**config.mk**
```make
export PLATFORM = sky130hd
export DESIGN_NAME = adc_irq_vec
export DESIGN_NICKNAME = d
export VERILOG_FILES = /design/src/rtl/adc_irq_pkg.sv /design/src/rtl/adc_irq_chan.sv /design/src/rtl/adc_irq_prio.sv /design/src/rtl/adc_irq_vec.sv
export SDC_FILE = /design/constraint.sdc
export NUM_CORES = 1
export LEC_CHECK = 0
export ABC_AREA = 0
export BUFFER_PORTS_ARGS = -buffer_cell sky130_fd_sc_hd__buf_2
export CORE_UTILIZATION = 34
export DETAILED_ROUTE_END_ITERATION = 7
export PLACE_DENSITY = 0.81
export SYNTH_ARGS = -nofsm -noshare
export SYNTH_HDL_FRONTEND = slang
export SYNTH_SLANG_ARGS = --single-unit
export TNS_END_PERCENT = 20
```
**constraint.sdc**
```tcl
create_clock -name clk_i -period 0.9 [get_ports clk_i]
set_input_delay 0.135 -clock clk_i [delete_from_list [all_inputs] [get_ports clk_i]]
set_output_delay 0.135 -clock clk_i [all_outputs]
set_load 0.01 [all_outputs]
```
**src/rtl/adc_irq_pkg.sv**
```systemverilog
package adc_irq_pkg;
  localparam int unsigned VEC_NONE = 0;
  localparam int unsigned VEC_OVF  = 2;
  localparam int unsigned VEC_BASE = 4;

  function automatic int unsigned vec_width(input int unsigned n_ch);
    return $clog2(VEC_BASE + 2 * n_ch);
  endfunction
endpackage

```
**src/rtl/adc_irq_chan.sv**
```systemverilog
module adc_irq_chan (
  input  logic clk_i,
  input  logic rst_ni,
  input  logic res_wr_i,
  input  logic res_rd_i,
  input  logic done_set_i,
  input  logic done_clr_i,
  input  logic ovf_set_i,
  input  logic ovf_clr_i,
  input  logic vec_rd_i,
  output logic done_o,
  output logic ovf_o
);
  logic done_q, ovf_q, unread_q;
  logic done_d, ovf_d, unread_d, late_wr;

  // overrun only when the previous result is not consumed in the same cycle
  assign late_wr  = res_wr_i & unread_q & ~res_rd_i;
  assign done_d   = res_wr_i | done_set_i | (done_q & ~res_rd_i & ~done_clr_i);
  assign ovf_d    = late_wr | ovf_set_i | (ovf_q & ~ovf_clr_i);
  assign unread_d = res_wr_i | (unread_q & ~res_rd_i);

  always_ff @(posedge clk_i or negedge rst_ni) begin
    if (!rst_ni) begin
      done_q   <= 1'b0;
      ovf_q    <= 1'b0;
      unread_q <= 1'b0;
    end else begin
      done_q   <= done_d;
      ovf_q    <= ovf_d;
      unread_q <= unread_d;
    end
  end

  assign done_o = done_q;
  assign ovf_o  = ovf_q;

  AST_DONE_ON_WRITE: assert property (@(posedge clk_i) disable iff (!rst_ni)
    res_wr_i |=> done_q);
  AST_OVF_ON_LATE_WRITE: assert property (@(posedge clk_i) disable iff (!rst_ni)
    (res_wr_i && unread_q && !res_rd_i) |=> ovf_q);
  AST_OVF_STICKY: assert property (@(posedge clk_i) disable iff (!rst_ni)
    (ovf_q && !ovf_clr_i) |=> ovf_q);
  AST_DONE_SET_WINS: assert property (@(posedge clk_i) disable iff (!rst_ni)
    (done_set_i && done_clr_i) |=> done_q);
  AST_VEC_ACCESS_INERT: assert property (@(posedge clk_i) disable iff (!rst_ni)
    (vec_rd_i && !res_wr_i && !res_rd_i && !done_set_i && !done_clr_i
     && !ovf_set_i && !ovf_clr_i) |=> ($stable(done_q) && $stable(ovf_q)));
endmodule

```
**src/rtl/adc_irq_prio.sv**
```systemverilog
module adc_irq_prio
  import adc_irq_pkg::*;
#(
  parameter int unsigned NUM_CH = 4,
  localparam int unsigned VEC_W = vec_width(NUM_CH)
) (
  input  logic [NUM_CH-1:0] done_req_i,
  input  logic [NUM_CH-1:0] ovf_req_i,
  output logic              any_o,
  output logic [VEC_W-1:0]  vec_o
);
  always_comb begin
    vec_o = VEC_W'(VEC_NONE);
    // scan downward so the lowest channel is the last assignment
    for (int i = NUM_CH - 1; i >= 0; i--) begin
      if (done_req_i[i]) vec_o = VEC_W'(VEC_BASE + 2 * i);
    end
    if (|ovf_req_i) vec_o = VEC_W'(VEC_OVF);
  end

  assign any_o = |done_req_i | |ovf_req_i;

  always_comb begin
    AST_VEC_EVEN: assert (vec_o[0] == 1'b0);
    AST_OVF_FIRST: assert (!(|ovf_req_i) || vec_o == VEC_W'(VEC_OVF));
  end
endmodule

```
**src/rtl/adc_irq_vec.sv**
```systemverilog
module adc_irq_vec
  import adc_irq_pkg::*;
#(
  parameter int unsigned NUM_CH = 4,
  localparam int unsigned VEC_W = vec_width(NUM_CH)
) (
  input  logic              clk_i,
  input  logic              rst_ni,
  input  logic [NUM_CH-1:0] res_wr_i,
  input  logic [NUM_CH-1:0] res_rd_i,
  input  logic [NUM_CH-1:0] done_set_i,
  input  logic [NUM_CH-1:0] done_clr_i,
  input  logic [NUM_CH-1:0] ovf_set_i,
  input  logic [NUM_CH-1:0] ovf_clr_i,
  input  logic [NUM_CH-1:0] done_ie_i,
  input  logic [NUM_CH-1:0] ovf_ie_i,
  input  logic              gie_i,
  input  logic              vec_rd_i,
  output logic              irq_o,
  output logic [VEC_W-1:0]  vec_o
);
  logic [NUM_CH-1:0] done_q, ovf_q;
  logic              any_req;

  for (genvar g = 0; g < NUM_CH; g++) begin : g_chan
    adc_irq_chan i_chan (
      .clk_i      (clk_i),
      .rst_ni     (rst_ni),
      .res_wr_i   (res_wr_i[g]),
      .res_rd_i   (res_rd_i[g]),
      .done_set_i (done_set_i[g]),
      .done_clr_i (done_clr_i[g]),
      .ovf_set_i  (ovf_set_i[g]),
      .ovf_clr_i  (ovf_clr_i[g]),
      .vec_rd_i   (vec_rd_i),
      .done_o     (done_q[g]),
      .ovf_o      (ovf_q[g])
    );
  end

  adc_irq_prio #(.NUM_CH(NUM_CH)) i_prio (
    .done_req_i (done_q & done_ie_i),
    .ovf_req_i  (ovf_q & ovf_ie_i),
    .any_o      (any_req),
    .vec_o      (vec_o)
  );

  assign irq_o = gie_i & any_req;

  AST_IRQ_NEEDS_GIE: assert property (@(posedge clk_i) disable iff (!rst_ni)
    irq_o |-> gie_i);
  AST_IRQ_ON_VECTOR: assert property (@(posedge clk_i) disable iff (!rst_ni)
    (gie_i && vec_o != '0) |-> irq_o);
  AST_RESET_CLEAN: assert property (@(posedge clk_i)
    $rose(rst_ni) |-> (done_q == '0 && ovf_q == '0));
endmodule

```
# Word-level counts from Yosys, hierarchy flattened
# Cells that the tools add are included.
# word_totals
ff_bits	12
wordCells	79
out_inout_bits	5
# op_classes
reduce_logical	2
bitwise_logic	60
mux	5
# op_table
op	count
1-bit bitwise AND	25
1-bit OR	21
4-bit 2-to-1 mux	5
1-bit inverter	12
4-bit bitwise AND	2
4-bit OR reduction	2

# Depth between registers and ports, before layout
# Gate-level depths: netlist of the first run.
# depth
word_depth	6
ltp_mapped	3

# Modules after synthesis
# Synthesis of the first run repeated with hierarchy kept, for this count alone.
# hier_totals
cells_unflattened	57
hier_area_um2	589.3
# by_module_without_submodules
module	area_each_um2	instances	cells_each
adc_irq_chan	115.1	4	9
adc_irq_prio	72.6	1	12
adc_irq_vec	56.3	1	9

# Worst setup path after synthesis of the first run
# OpenSTA, ideal clock, no wires.
# synth_path
kind	flip-flop to output port
from	reg g_chan[0].i_chan.ovf_q
to	out vec_o[3]
t_arrival_ps	933
path_stages_with_launch	4
t_required_ps	765
setup_slack_ps	-168
n_path_buf	0
path_cell_list	dfrtp_1 -> a22oi_2 -> nand2_2 -> nor3b_1
# synth_between
elab_chain_len	3
# synth_lines
element	line	source
start, declared	adc_irq_chan.sv:14	logic done_q, ovf_q, unread_q;
start signal, assigned	adc_irq_chan.sv:30	ovf_q <= ovf_d;
4-bit bitwise AND	adc_irq_vec.sv:43	.ovf_req_i (ovf_q & ovf_ie_i),
4-bit OR reduction	adc_irq_prio.sv:18	if (|ovf_req_i) vec_o = VEC_W'(VEC_OVF);
4-bit 2-to-1 mux	adc_irq_prio.sv:18	
end, declared	adc_irq_vec.sv:20	output logic [VEC_W-1:0] vec_o
# No other way between the ends.

# Worst setup path after layout of the first run
# layout_path
from	reg g_chan[0].i_chan.ovf_q
to	out irq_o
# layout_between
elab_chain_len	4
# layout_lines
element	line	source
4-bit bitwise AND	adc_irq_vec.sv:43	
4-bit OR reduction	adc_irq_prio.sv:21	assign any_o = |done_req_i | |ovf_req_i;
1-bit OR	adc_irq_prio.sv:21	
1-bit bitwise AND	adc_irq_vec.sv:48	assign irq_o = gie_i & any_req;
end, declared	adc_irq_vec.sv:19	output logic irq_o,
# No other way between the ends.

==> results of run 1 <==
## stage by stage
step / instances / instance area, sq um / setup WS [ns]
CTS: 115 / 846 / -0.586
global placement: 110 / 806 / -0.234
global route: 115 / 855 / -0.642
detailed placement: 110 / 806 / -0.286
finish: 115 / 855 / -0.574
floorplan: 52 / 566 / -0.123
## power by group through the flow
stage          registers [mW]  clock network, mW  logic (mW)
2_1_floorplan           0.598                  0      0.0988
3_3_place_gp            0.601                  0       0.223
3_5_place_dp            0.604                  0       0.230
4_1_cts                 0.593              0.341       0.240
5_1_grt                 0.596              0.370       0.269
6_report                0.593              0.329       0.244
## repair_timing
action | in CTS | in global routing
hold endpoints to repair | 12 | 0
setup buffers | 1 | 0
setup endpoints to repair | 8 | 11
hold buffers | 1 | 0
pin swaps | 1 | 1
resized for setup | 0 | 2
## critical path: stages (launching register included)
cell     delay, ns
dfrtp_1       0.40
a22oi_2       0.18
nand2_2       0.10
o31a_1        0.25
buf_2         0.14
## synth_stat cells
cell,instances
nor2b_1,4
a211o_1,4
o31a_1,1
a32o_1,1
a21o_2,1
nand2_2,1
a22oi_2,2
nor2_1,4
a21oi_1,1
conb_1,1
or2_2,4
nor3b_1,1
inv_1,4
nand2_1,6
buf_4,1
dfrtp_1,12
a221o_1,4
## path summary, 6_finish.rpt
| path | from | end | slack (ns) | cells after the start |
|---|---|---|---|---|
| setup / recovery | g_chan[0].i_chan.ovf_o | irq_o | -0.57 | 4 |
| hold / removal | done_set_i[0] | g_chan[0].i_chan.done_o | 0.05 | 2 |
| setup reg to reg | g_chan[0].i_chan.ovf_o | g_chan[0].i_chan.ovf_o | -0.16 | 3 |
| hold reg to reg | g_chan[3].i_chan.done_o | g_chan[3].i_chan.done_o | 0.54 | 1 |
| max in group asynchronous | rst_ni | g_chan[2].i_chan.ovf_o | 0.41 | 2 |
| min in group asynchronous | rst_ni | g_chan[1].i_chan.unread_q | 0.27 | 2 |
## routing by layer
| layer | track usage | wire (um) | part of all wire |
|---|---|---|---|
| met1 | 0.180 | 552 | 0.38 |
| met2 | 0.305 | 833 | 0.57 |
| met3 | 0.0690 | 65 | 0.044 |
| met4 | 0.0938 | 10 | 0.0068 |
| met5 | 0 | 0 | 0 |
## logic make-up (layout without fill, tap and decap cells)
family,count (synthesis),in the layout,share of synthesized area
DFF,12,12,0.536
and+or+nand+nor,20,20,0.181
other,1,1,0.00669
AOI/OAI and AO/OA,14,14,0.237
buffers and inverters,5,52,0.0402
## placed cells by master, fill, tap and decap left out
master,n
buf_2,37
inv_1,4
a21oi_1,1
nand2_1,5
clkbuf_4,3
a21o_2,1
dlygate4sd3_1,1
dfrtp_1,12
nor2b_1,4
a211o_1,4
a221o_1,4
o31a_1,1
nor3b_2,1
a22oi_2,2
nand2_2,2
a32o_1,1
conb_1,1
buf_6,1
nor2_1,4
buf_4,6
or2_2,4
## state kept, by name, summed over array words and instances (netlist names)
signal,flops
g_chan.i_chan.ovf_o,4
g_chan.i_chan.done_o,4
g_chan.i_chan.unread_q,4
## final cells by class
type	instances	area share
Inverter	4	0.0176
Multi-Input combinational cell	35	0.287
Timing Repair Buffer	45	0.294
Tap cell	16	0.0234
Sequential cell	12	0.351
Clock buffer	3	0.0264
==> reports/results.tsv, run 1 <==
metric	value	unit
Die Area	1820	sq um
total congestion overflow after global routing	0	
die height	42.6	um
cell chosen for the clock root	clkbuf_4	
Synth Instances	52	
critical path peak fanout	4	
setup_tns	-2.27	ns
overall power after layout	1.17	mW
MaxCap Viol Count	0	
setup violators final	8	
peak ir drop on the vdd network	972	uV
area share of the leading cell type in the synthesized netlist	0.536	
largest clock skew in the final design	0.000193	ns
violated checks	setup timing	
Max Freq	0.678	GHz
cell-internal power	0.871	mW
aggregate routed wire length	1460	um
worst skew pair latency	0.27	ns
wire length per cell after detailed routing	12.7	um
Hold Fails Final Rpt	0	
Pre-Repair DR Iteration Count	4	
number of different library cells in the post-synthesis netlist	17	
synthesis warning total	0	
area added between synthesis and finish	52.5	%
result of the run	complete, but fails checks	
Post-layout nets	137	
CP Data Required Time	0.76	ns
number of DRC violations after detailed-routing iteration 0	6	
core region area	1520	sq um
type of the worst setup path	reg -> out	
Final Util	0.561	
clock group share of total power	0.282	
CTS tree	built	
number of antenna violations at the first check in global routing	0	
kind of start point of the critical path	flop	
Detail Placement HPWL	1160	um
post-synth net total	88	
Worst-path clk slew	0.08	ns
largest area contributor in the netlist	dfrtp_1	
total routing usage reported by global routing	0.176	
port buffer count	38	
leakage power total	0.440	nW
part of the Yosys area used for sequential elements	0.536	
time the final worst path needs with I/O delays and setup	1.47	ns
data arrival time of the critical path	1.34	ns
Die Wd	42.6	um
Net Sw Frac	0.253	
Top Ports	41	
worst min-delay path category	in -> reg	
wire length of the first global-routing pass	2260	um
register bit total from synthesis	12	
Power Dens Cells	1360	nW/um^2
count of clock tree sinks	12	
placement row count	14	
Crit. End Element	primary output	
Final Wtd Congestion	0.734	
RSZ-0062 raised after global routing	true	
combinational share of power	0.209	
fraction of the cycle the final worst path needs	1.64	
maximum number of pins on one net before global-route repair	13	
total DRC errors in the routed layout	0	
diode count	0	
H-tree levels	1	
final setup margin	-0.574	ns
cell types occupying the most area after synthesis	dfrtp_1 (54%), a221o_1 (7.1%), a211o_1 (6.3%), a22oi_2 (4.5%), nor2b_1 (4.5%)	
register area	300	sq um
number of buffers added by the clock tree synthesis step	3	
routed via count	566	
Max Buffers Root-to-Sink	2	
number of global-route vias before repair	551	
Starting Density	0.368	
number of routed nets with antenna violations	0	
share of total power in sequential cells	0.509	
power dissipated by switching net loads	0.295	mW
share of final-layout standard cells stronger than drive strength 1	0.576	
mean cell area of the mapped netlist	10.8	sq um
Vias per Instance	4.92	
number of max-slew violations in the final report	0	
fill cell count	141	
area of combinational cells with multiple inputs	245	sq um
worst hold slack across all endpoints	0.0535	ns
Mapped Area	561	sq um
Note: power is estimated with default switching activity, not from simulation.
==> inputs of run 2 (changes only) <==
PLACE_DENSITY = 0.82   (was 0.81)
==> run 2 against run 1 <==
The run still ends with setup timing left. Sequential share of layout area shrank 0.20 points. Count of clock-buffer cells in the layout is the same. Via count shrank 1.1%.
==> reports/results.tsv, run 2 (synthesis gave the netlist of run 1 again) <==
metric	value	unit
fraction of the cycle the final worst path needs	1.61	
aggregate routed wire length	1430	um
number of DRC violations after detailed-routing iteration 0	15	
Final Wtd Congestion	0.670	
die height	42.6	um
Hold Fails Final Rpt	0	
critical path peak fanout	4	
result of the run	complete, but fails checks	
wire length of the first global-routing pass	2170	um
kind of start point of the critical path	flop	
largest clock skew in the final design	0.000115	ns
minimum setup slack after placement	-0.250	ns
MaxCap Viol Count	0	
routed via count	560	
worst min-delay path category	in -> reg	
count of clock tree sinks	12	
diode count	0	
total routing usage reported by global routing	0.168	
setup violators final	7	
Starting Density	0.368	
leading cell type in the layout, fill and taps excluded	buf_2	
number of antenna violations at the first check in global routing	0	
Post-layout nets	137	
number of cells in the design after placement	110	
placement row count	14	
maximum number of pins on one net before global-route repair	13	
total congestion overflow after global routing	0	
Crit. End Element	primary output	
cell chosen for the clock root	clkbuf_4	
Worst-path clk slew	0.07	ns
peak ir drop on the vdd network	993	uV
Power Dens Cells	1350	nW/um^2
Detail Placement HPWL	1150	um
area added between synthesis and finish	53.3	%
leakage power total	0.447	nW
number of global-route vias before repair	530	
worst hold slack across all endpoints	0.0447	ns
Die Area	1820	sq um
core region area	1520	sq um
share of final-layout standard cells stronger than drive strength 1	0.576	
Max Buffers Root-to-Sink	2	
number of buffers added by the clock tree synthesis step	3	
filler-free cell count of the finished design	115	
port buffer count	38	
overall power after layout	1.16	mW
Pre-Repair DR Iteration Count	4	
time the final worst path needs with I/O delays and setup	1.45	ns
violated checks	setup timing	
final setup margin	-0.548	ns
RSZ-0062 raised after global routing	true	
CP Data Required Time	0.76	ns
number of routed nets with antenna violations	0	
total DRC errors in the routed layout	0	
CTS tree	built	
fill cell count	140	
Vias per Instance	4.87	
Die Wd	42.6	um
data arrival time of the critical path	1.31	ns
type of the worst setup path	reg -> out	
number of max-slew violations in the final report	0	
most frequent cells in the layout	buf_2 (37), dfrtp_1 (12), nand2_1 (6), buf_4 (6)	
wire length per cell after detailed routing	12.5	um
H-tree levels	1	
Top Ports	41	
Max Freq	0.690	GHz
worst skew pair latency	0.27	ns
run 2: cell types whose count changed in the layout (fill, tap and decap cells not counted):
cell     change
nand2_1      +1
nor2b_4      +1
nor2b_1      -1
nand2_2      -1
run 2: path summary, 6_finish.rpt:
kind / from / to / cells after the start / slack [ns]
max reg2reg: g_chan[3].i_chan.ovf_o / g_chan[3].i_chan.ovf_o / 2 / -0.05
min reg2reg: g_chan[3].i_chan.done_o / g_chan[3].i_chan.done_o / 1 / 0.53
max in group asynchronous: rst_ni / g_chan[0].i_chan.unread_q / 2 / 0.39
max: g_chan[1].i_chan.ovf_o / irq_o / 4 / -0.55
min: done_set_i[0] / g_chan[0].i_chan.done_o / 2 / 0.04
min in group asynchronous: rst_ni / g_chan[1].i_chan.unread_q / 2 / 0.30
run 2: what timing repair did:
action | in CTS | in global routing
resized for setup | 1 | 2
cloned | 0 | 0
hold buffers | 1 | 0
buffers inserted | 1 | 0
endpoints found under the hold margin | 12 | 0
pin swaps | 2 | 0
endpoints found under the setup margin | 8 | 11
run 2: power breakdown:
part	leakage, nW	internal [mW]	switching (mW)
Combinational	0.308	0.145	0.100
Clock	0.0138	0.155	0.168
Sequential	0.125	0.574	0.0196
Total	0.447	0.875	0.288
run 2: area by class of cell:
class / instances / area [sq um] / share of cell area
multi-input cells: 35 / 250 / 0.291
flip-flops and latches: 12 / 300 / 0.349
inverters: 4 / 15.0 / 0.0175
well taps: 16 / 20.0 / 0.0233
repair buffers: 45 / 251 / 0.293
clock buffers: 3 / 22.5 / 0.0262
run 2: critical path, cell delays in order (launching register included):
cell and delay, ns:
dfrtp_1 0.40, a22oi_2 0.16, nand2_2 0.10, o31a_1 0.24, buf_2 0.13
run 2: routing by layer:
layer / share of wire / global-route usage / up-vias
li1: - / - / 277
met1: 0.38 / 0.174 / 250
met2: 0.51 / 0.280 / 27
met3: 0.072 / 0.0862 / 6
met4: 0.040 / 0.0750 / 0
met5: 0 / 0 / -
run 2: through the flow:
stage / util / area, sq um / TNS [ns]
floorplan: - / 566 / -0.341
CTS: 0.559 / 852 / -2.23
detailed placement: 0.529 / 806 / -0.959
global route: 0.564 / 860 / -2.62
finish: 0.564 / 860 / -2.17
global placement: 0.529 / 806 / -0.777
==> inputs of run 3 (changes only) <==
SETUP_SLACK_MARGIN = 0.05   (was not set)
==> run 3 against run 2 <==
Worst hold slack got worse by 0.0015 ns. Via count rose by 1.6%. Flip-flop and latch count did not move. Count of clock-buffer cells in the layout did not move. The flow still finishes with violations (setup timing). Utilization rose by 1.5 points. Setup slack barely moved. Global-route usage rose by 1.6 points. Register-to-register slack barely moved. Largest power group unchanged. Highest routed layer unchanged.
==> reports/results.tsv, run 3 (synthesis gave the netlist of run 1 again) <==
metric	value	unit
cell chosen for the clock root	clkbuf_4	
CP Data Required Time	0.76	ns
number of max-slew violations in the final report	0	
peak ir drop on the vdd network	1010	uV
placement row count	14	
fraction of the cycle the final worst path needs	1.61	
core region area	1520	sq um
number of buffers added by the clock tree synthesis step	3	
number of global-route vias before repair	567	
total DRC errors in the routed layout	0	
area of combinational cells with multiple inputs	273	sq um
register area	300	sq um
type of the worst setup path	reg -> out	
setup violators final	7	
number of antenna violations at the first check in global routing	0	
data arrival time of the critical path	1.31	ns
Die Wd	42.6	um
worst min-delay path category	in -> reg	
die height	42.6	um
Power Dens Cells	1340	nW/um^2
kind of start point of the critical path	flop	
Crit. End Element	primary output	
critical path peak fanout	4	
Pre-Repair DR Iteration Count	4	
MaxCap Viol Count	0	
routed via count	569	
H-tree levels	1	
total congestion overflow after global routing	0	
largest clock skew in the final design	0.000115	ns
Starting Density	0.368	
result of the run	complete, but fails checks	
overall power after layout	1.18	mW
aggregate routed wire length	1520	um
setup_tns	-2.17	ns
port buffer count	38	
share of final-layout standard cells stronger than drive strength 1	0.596	
area added between synthesis and finish	57.4	%
CTS tree	built	
Top Ports	41	
Die Area	1820	sq um
wire length per cell after detailed routing	13.2	um
leading cell type in the layout, fill and taps excluded	buf_2	
Max Buffers Root-to-Sink	2	
Vias per Instance	4.95	
violated checks	setup timing	
time the final worst path needs with I/O delays and setup	1.45	ns
Post-layout nets	137	
total routing usage reported by global routing	0.184	
diode count	0	
Final Wtd Congestion	0.670	
worst skew pair latency	0.28	ns
Detail Placement HPWL	1150	um
most frequent cells in the layout	buf_2 (37), dfrtp_1 (12), nand2_1 (6), buf_4 (6)	
minimum setup slack after placement	-0.250	ns
fill cell count	138	
Worst-path clk slew	0.07	ns
final setup margin	-0.548	ns
leakage power total	0.462	nW
maximum number of pins on one net before global-route repair	13	
RSZ-0062 raised after global routing	true	
Max Freq	0.690	GHz
count of clock tree sinks	12	
number of routed nets with antenna violations	0	
wire length of the first global-routing pass	2350	um
Hold Fails Final Rpt	0	
number of DRC violations after detailed-routing iteration 0	13	
-- run 3: cell counts in the layout (fill, tap and decap cells not counted) --
Identical to the previous run, type by type.
-- run 3: worst paths after layout --
| check | start | to | slack (ns) | cells after the start |
|---|---|---|---|---|
| hold reg to reg | g_chan[3].i_chan.done_o | g_chan[3].i_chan.done_o | 0.54 | 1 |
| max in group asynchronous | rst_ni | g_chan[0].i_chan.unread_q | 0.39 | 2 |
| setup / recovery | g_chan[1].i_chan.ovf_o | irq_o | -0.55 | 4 |
| setup reg to reg | g_chan[3].i_chan.ovf_o | g_chan[3].i_chan.ovf_o | -0.05 | 2 |
| min in group asynchronous | rst_ni | g_chan[1].i_chan.unread_q | 0.30 | 2 |
| hold / removal | done_set_i[0] | g_chan[0].i_chan.done_o | 0.04 | 2 |
-- run 3: layout make-up --
type,count,area share
clock buffers,3,0.0255
inverters,4,0.0170
multi-input cells,35,0.309
flip-flops and latches,12,0.340
well taps,16,0.0227
repair buffers,45,0.285
-- run 3: critical path, cell delays in order (launching register included) --
cell and delay (ns):
dfrtp_1 0.40, a22oi_2 0.16, nand2_2 0.10, o31a_1 0.24, buf_2 0.13
-- run 3: what timing repair did --
item                                    CTS  global route
resized for setup                         9             1
pin swaps                                 3             2
hold buffers                              1             0
endpoints found under the setup margin   14            12
setup buffers                             1             0
endpoints found under the hold margin    12             0
-- run 3: report_power, final --
group / switching, mW / leakage [nW] / internal, mW
registers: 0.0209 / 0.125 / 0.574
logic: 0.106 / 0.324 / 0.157
clock network: 0.170 / 0.0138 / 0.155
total: 0.297 / 0.462 / 0.887
-- run 3: metal layers --
metal / wire (um) / vias to the layer above / track usage
li1: - / 277 / -
met5: 0 / - / 0
met1: 528 / 257 / 0.179
met3: 114 / 6 / 0.0862
met4: 57 / 0 / 0.0750
met2: 822 / 29 / 0.329
-- run 3: through the flow --
stage	utilization	hold WS [ns]	cell area, sq um	cells
after floorplan	-	-0.161	566	52
after global placement	0.529	0.0264	806	110
after detailed placement	0.529	0.0293	806	110
after CTS	0.576	0.0404	877	115
after global routing	0.579	0.0332	882	115
final	0.579	0.0432	882	115
